[src/rtl/spi_irq_pkg.sv]
package spi_irq_pkg;
  localparam int NUM_SRC = 4;
  localparam int IDX_TX  = 3;
  localparam int IDX_RX  = 2;
  localparam int IDX_TO  = 1;
  localparam int IDX_OVR = 0;
endpackage

[src/rtl/irq_level_flags.sv]
module irq_level_flags #(
  parameter int LVL_W    = 4,
  parameter int TX_WATER = 4,
  parameter int RX_WATER = 4
) (
  input  logic             clk,
  input  logic             rst_n,
  input  logic [LVL_W-1:0] tx_level,
  input  logic [LVL_W-1:0] rx_level,
  output logic             tx_low,
  output logic             rx_high
);
  localparam logic [LVL_W-1:0] TX_LIM = LVL_W'(TX_WATER);
  localparam logic [LVL_W-1:0] RX_LIM = LVL_W'(RX_WATER);

  logic tx_low_d, rx_high_d;

  always_comb begin
    tx_low_d  = (tx_level <= TX_LIM);
    rx_high_d = (rx_level >= RX_LIM);
  end

  always_ff @(posedge clk or negedge rst_n) begin
    if (!rst_n) begin
      tx_low  <= 1'b0;
      rx_high <= 1'b0;
    end else begin
      tx_low  <= tx_low_d;
      rx_high <= rx_high_d;
    end
  end


  tx_water_chk: assert property (@(posedge clk) disable iff (!rst_n)
    $past(rst_n) |-> (tx_low == ($past(tx_level) <= TX_LIM)));

  rx_water_chk: assert property (@(posedge clk) disable iff (!rst_n)
    $past(rst_n) |-> (rx_high == ($past(rx_level) >= RX_LIM)));
endmodule

[src/rtl/irq_rx_timeout.sv]
module irq_rx_timeout #(
  parameter int LVL_W     = 4,
  parameter int IDLE_BITS = 32
) (
  input  logic             clk,
  input  logic             rst_n,
  input  logic [LVL_W-1:0] rx_level,
  input  logic             rx_frame_done,
  input  logic             bit_tick,
  input  logic             link_idle,
  input  logic             clr_req,
  output logic             timeout
);
  localparam int CNT_W = $clog2(IDLE_BITS + 1);
  localparam logic [CNT_W-1:0] CNT_SAT  = CNT_W'(IDLE_BITS);
  localparam logic [CNT_W-1:0] CNT_LAST = CNT_W'(IDLE_BITS - 1);

  logic [CNT_W-1:0] cnt_q, cnt_d;
  logic             to_d;
  logic             rx_empty, restart, count_en, fire, drop;

  always_comb begin
    rx_empty = (rx_level == '0);
    restart  = rx_frame_done | rx_empty | ~link_idle;
    count_en = ~restart & bit_tick & (cnt_q != CNT_SAT);
    fire     = count_en & (cnt_q == CNT_LAST);
    drop     = rx_frame_done | rx_empty | clr_req;
    cnt_d    = cnt_q;
    if (restart)       cnt_d = '0;
    else if (count_en) cnt_d = cnt_q + 1'b1;
    to_d = timeout;
    if (fire)      to_d = 1'b1;
    else if (drop) to_d = 1'b0;
  end

  always_ff @(posedge clk or negedge rst_n) begin
    if (!rst_n) begin
      cnt_q   <= '0;
      timeout <= 1'b0;
    end else begin
      cnt_q   <= cnt_d;
      timeout <= to_d;
    end
  end


  to_rise_chk: assert property (@(posedge clk) disable iff (!rst_n)
    $rose(timeout) |-> $past(bit_tick && link_idle && !rx_frame_done));

  to_fall_chk: assert property (@(posedge clk) disable iff (!rst_n)
    $fell(timeout) |-> $past(rx_frame_done || rx_level == '0 || clr_req));

  cnt_bound_chk: assert property (@(posedge clk) disable iff (!rst_n)
    cnt_q <= CNT_SAT);
endmodule

[src/rtl/irq_sticky_flag.sv]
module irq_sticky_flag (
  input  logic clk,
  input  logic rst_n,
  input  logic set_evt,
  input  logic clr_req,
  output logic flag
);
  logic flag_d;

  always_comb begin
    flag_d = flag;
    if (set_evt)      flag_d = 1'b1;
    else if (clr_req) flag_d = 1'b0;
  end

  always_ff @(posedge clk or negedge rst_n) begin
    if (!rst_n) flag <= 1'b0;
    else        flag <= flag_d;
  end


  ovr_set_chk: assert property (@(posedge clk) disable iff (!rst_n)
    $past(rst_n) && $past(set_evt) |-> flag);

  ovr_hold_chk: assert property (@(posedge clk) disable iff (!rst_n)
    $fell(flag) |-> $past(clr_req));
endmodule

[src/rtl/spi_irq_status.sv]
module spi_irq_status
  import spi_irq_pkg::*;
#(
  parameter int FIFO_DEPTH = 8,
  parameter int TX_WATER   = 4,
  parameter int RX_WATER   = 4,
  parameter int IDLE_BITS  = 32,
  localparam int LVL_W     = $clog2(FIFO_DEPTH + 1)
) (
  input  logic               clk,
  input  logic               rst_n,
  input  logic [LVL_W-1:0]   tx_level,
  input  logic [LVL_W-1:0]   rx_level,
  input  logic               rx_frame_done,
  input  logic               rx_full,
  input  logic               bit_tick,
  input  logic               link_idle,
  input  logic               mask_wr,
  input  logic [NUM_SRC-1:0] mask_wdata,
  input  logic               clr_wr,
  input  logic [NUM_SRC-1:0] clr_wdata,
  output logic [NUM_SRC-1:0] raw_stat,
  output logic [NUM_SRC-1:0] mask_q,
  output logic [NUM_SRC-1:0] masked_stat,
  output logic               irq
);
  logic tx_low, rx_high, timeout, overrun;
  logic to_clr, ovr_clr, ovr_set;
  logic [NUM_SRC-1:0] mask_d;

  assign to_clr  = clr_wr & clr_wdata[IDX_TO];
  assign ovr_clr = clr_wr & clr_wdata[IDX_OVR];
  assign ovr_set = rx_frame_done & rx_full;

  irq_level_flags #(.LVL_W(LVL_W), .TX_WATER(TX_WATER), .RX_WATER(RX_WATER)) u_levels (
    .clk(clk), .rst_n(rst_n), .tx_level(tx_level), .rx_level(rx_level),
    .tx_low(tx_low), .rx_high(rx_high));

  irq_rx_timeout #(.LVL_W(LVL_W), .IDLE_BITS(IDLE_BITS)) u_timeout (
    .clk(clk), .rst_n(rst_n), .rx_level(rx_level), .rx_frame_done(rx_frame_done),
    .bit_tick(bit_tick), .link_idle(link_idle), .clr_req(to_clr), .timeout(timeout));

  irq_sticky_flag u_overrun (
    .clk(clk), .rst_n(rst_n), .set_evt(ovr_set), .clr_req(ovr_clr), .flag(overrun));

  always_comb begin
    mask_d = mask_q;
    if (mask_wr) mask_d = mask_wdata;
  end

  always_ff @(posedge clk or negedge rst_n) begin
    if (!rst_n) mask_q <= '0;
    else        mask_q <= mask_d;
  end

  always_comb begin
    raw_stat          = '0;
    raw_stat[IDX_TX]  = tx_low;
    raw_stat[IDX_RX]  = rx_high;
    raw_stat[IDX_TO]  = timeout;
    raw_stat[IDX_OVR] = overrun;
  end

  for (genvar i = 0; i < NUM_SRC; i++) begin : g_gate
    assign masked_stat[i] = raw_stat[i] & mask_q[i];
  end

  assign irq = |masked_stat;


  mask_load_chk: assert property (@(posedge clk) disable iff (!rst_n)
    $past(rst_n) && $past(mask_wr) |-> (mask_q == $past(mask_wdata)));

  mask_hold_chk: assert property (@(posedge clk) disable iff (!rst_n)
    $past(rst_n) && !$past(mask_wr) |-> $stable(mask_q));
endmodule

[config.mk]
export PLATFORM = sky130hd
export DESIGN_NAME = spi_irq_status
export DESIGN_NICKNAME = d
export VERILOG_FILES = /design/src/rtl/spi_irq_pkg.sv /design/src/rtl/irq_level_flags.sv /design/src/rtl/irq_rx_timeout.sv /design/src/rtl/irq_sticky_flag.sv /design/src/rtl/spi_irq_status.sv
export SDC_FILE = /design/constraint.sdc
export NUM_CORES = 1
export LEC_CHECK = 0
export BUFFER_PORTS_ARGS = -buffer_cell sky130_fd_sc_hd__buf_2
export CELL_PAD_IN_SITES_DETAIL_PLACEMENT = 0
export CELL_PAD_IN_SITES_GLOBAL_PLACEMENT = 1
export CORE_MARGIN = 1
export CORE_UTILIZATION = 32
export CTS_CLUSTER_DIAMETER = 60
export DETAILED_ROUTE_END_ITERATION = 10
export PLACE_DENSITY = 0.89
export SLEW_MARGIN = 20
export SYNTH_ARGS = -nofsm -noshare
export SYNTH_HDL_FRONTEND = slang
export SYNTH_HIERARCHICAL = 1
export SYNTH_SLANG_ARGS = --single-unit
[constraint.sdc]
create_clock -name clk -period 1.6 [get_ports clk]
set_input_delay 0.08 -clock clk [delete_from_list [all_inputs] [get_ports clk]]
set_output_delay 0.08 -clock clk [all_outputs]
set_load 0.03 [all_outputs]
==> run_results.csv <==
group,metric,value,unit
pwr,power.leakage,0.478,nW
setup_path,crit_type,"register to output port",
floorplan,fp.dieH,50.0,um
hold_path,hp-start,"rx_level[2]",
synthesis,synthArstFlopShare,100,%
sta,hold-worst-slack,8.79,ps
sta,slew_viol_final,0,
hold_path,min_path_type,"primary input to register",
drt,antenna_left,0,
setup_path,cpPeakStageDelay,520,ps
status,outcome,"complete, no violations",
setup_path,cp-start-kind,"register",
place,port_buffers,34,
setup_path,crit_chain,"and2_4 -> or4_4 -> buf_6",
synthesis,ys_seq_area_share,47.5,%
floorplan,dieArea,0.00250,sq mm
finish,seq_area,350,sq um
global_route,grt_first_pass_wirelength,2590,um
synthesis,syn_inst,70,
setup_path,rr_worst_depth,5,
drt,drcViolationCount,0,
finish,diodes,0,
clock_network,clkSlewWorstSetupHoldPaths,70,ps
setup_path,end_kind,"output port",
pwr,ir_drop,0.000378,V
synthesis,synth_edf_count,0,
finish,nFillCells,213,
synthesis,ys_warn_count,6,
sta,finalCriticalPeriod,1590,ps
finish,area_growth,32.4,%
global_route,grt_pass1_vias,619,
clock_network,clkLatencyLatePin,270,ps
finish,fin_util,44.5,%
drt,viasPerCell,4.71,
sta,maxSlewHeadroom,79.9,%
sta,layout_setup_ws,12.9,ps
job,drv_cap,0,
sta,fin_tns_setup,0,ps
pwr,cellPowerDensity,775,mW/mm^2
clock_network,htreeDepth,1,
synthesis,syn_nets,96,
sta,worst_pin_slew,301,ps
drt,drt-initial-drc-count,6,
pwr,finalPower,0.756,mW
clock_network,clock_sinks,14,
setup_path,reg2reg_slack,240,ps
setup_path,required,1520,ps
setup_path,worstReg2RegStart,"u_timeout/cnt_q[0]",
setup_path,timing.rr.end,"u_timeout/cnt_q[0]",
setup_path,path_max_fanout,3,
synthesis,synth.distinct_cells,29,
place,routabilityCongestion,0.785,
finish,multi_input_area,339,sq um
sta,rsz0062_at_grt,"yes",
drt,drtPass1Iterations,4,
place,place_ws,243,ps
setup_path,critPathLaunch,"u_overrun/flag",
sta,max_freq,630,MHz
finish,drive_gt1_share,42.5,%
floorplan,num_rows,17,
floorplan,core_region_area,0.00219,sq mm
sta,clock_skew,1.68,ps
synthesis,post_synth.cell_area_avg,10.5,sq um
clock_network,cts_root_buf,"clkbuf_4",
finish,fin_nets,134,
drt,vias,631,
setup_path,critPathBufInv,1,
global_route,grt.overflow.total,0,
synthesis,synth_ff_type,"dfrtp_1",
setup_path,cp.depth,3,
floorplan,ios,37,
global_route,grt.total_usage,13.7,%
setup_path,cp.arrival,1510,ps
clock_network,clockBufferDepth,2,
place,dp.final_hpwl,1240,um
sta,finalCritPeriodShare,99.2,%
synthesis,synth-seq-cells,14,
setup_path,cp_top_family,"simple AND/OR/NAND/NOR gates",
setup_path,slowest_stage,"or4_4",
clock_network,cts_buffers,3,
floorplan,start_util,33.6,%
global_route,antenna_found_initial,0,
drt,wire_per_inst,11.5,um
hold_path,whs_endpoint,"u_levels/rx_high",
hold_path,worstHoldPathCells,2,
global_route,grt_max_degree,15,
drt,wl,1540,um
clock_network,cts_tree,"built",
floorplan,die_w,50.0,um
sta,hold_viol_final,0,
synthesis,syn_area,737,sq um
sta,setup_violations,0,
state kept, by name, summed over array words and instances, names as in the netlist:
register and flops:
u_overrun/flag 1, u_levels/rx_high 1, u_timeout/cnt_q 6, u_timeout/timeout 1, u_levels/tx_low 1, mask_q 4
per-layer routing:
| metal | part of all wire, % | track usage (%) |
|---|---|---|
| met5 | 0 | 0 |
| met1 | 46 | 17.0 |
| met4 | 1.8 | 11.0 |
| met3 | 1.2 | 0.926 |
| met2 | 51 | 21.6 |
synthesized netlist by cell type (all sizes together), types with 2 or more instances:
cell type  instances  share of area [%]
nand2              5                2.5
inv                4                2.0
ha                 2                3.4
nand3              4                2.7
or4                2                2.5
dfrtp             14                 48
nand4              3                2.5
and2               7                6.3
mux2               4                6.1
nor2               3                1.5
xor2               3                3.6
mux2i              2                2.7
buf                5                4.8
placed cells by master, fill, tap and decap left out, types with 2 or more instances in the layout:
cell type	synthesis	final
xor2_1	3	3
dfrtp_1	14	14
mux2i_1	2	2
buf_2	1	33
dlygate4sd3_1	0	3
nor2_1	3	3
nand4_1	3	3
nand2_1	5	5
clkbuf_4	0	3
inv_1	4	4
and2_1	6	5
mux2_2	3	3
ha_1	2	2
nand3_1	4	4
and2_4	1	2
metrics by stage:
step | instance area (sq um) | instances
after floorplan | 737 | 70
after global placement | 907 | 127
after detailed placement | 907 | 127
after CTS | 966 | 133
after global routing | 976 | 134
final | 976 | 134
worst max path at each step:
stage                         endpoint  slack [ps]
floorplan                          irq         140
global placement    u_timeout/cnt_q[0]         290
detailed placement  u_timeout/cnt_q[0]         240
CTS                                irq           7
global route                       irq         -20
finish                             irq          10
power by group:
group	leakage [nW]	internal [mW]	switching [mW]
sequential	0.178	0.371	0.0135
combinational	0.286	0.0822	0.103
clock	0.0138	0.0869	0.0996
total	0.478	0.540	0.216
final cells by class:
cell class	count	share of cell area, %
multi-input combinational	47	34.7
sequential	14	35.9
tap	28	3.59
timing repair buffer	38	21.9
inverter	4	1.54
clock buffer	3	2.31
kinds of logic after synthesis:
group | share of synthesized area [%]
buf+inv | 6.79
flops | 47.5
compound gates | 6.11
simple gates | 23.8
xor+xnor | 3.57
fa+ha+maj | 3.40
mux | 8.83
repair_timing:
action	4_1_cts	5_1_grt
hold buffers	3	0
endpoints found under the hold margin	16	0
pin swaps	0	2
setup buffers	0	1
setup endpoints to repair	1	1
gates resized for setup	2	1
Power figures use the tool's default switching activity.
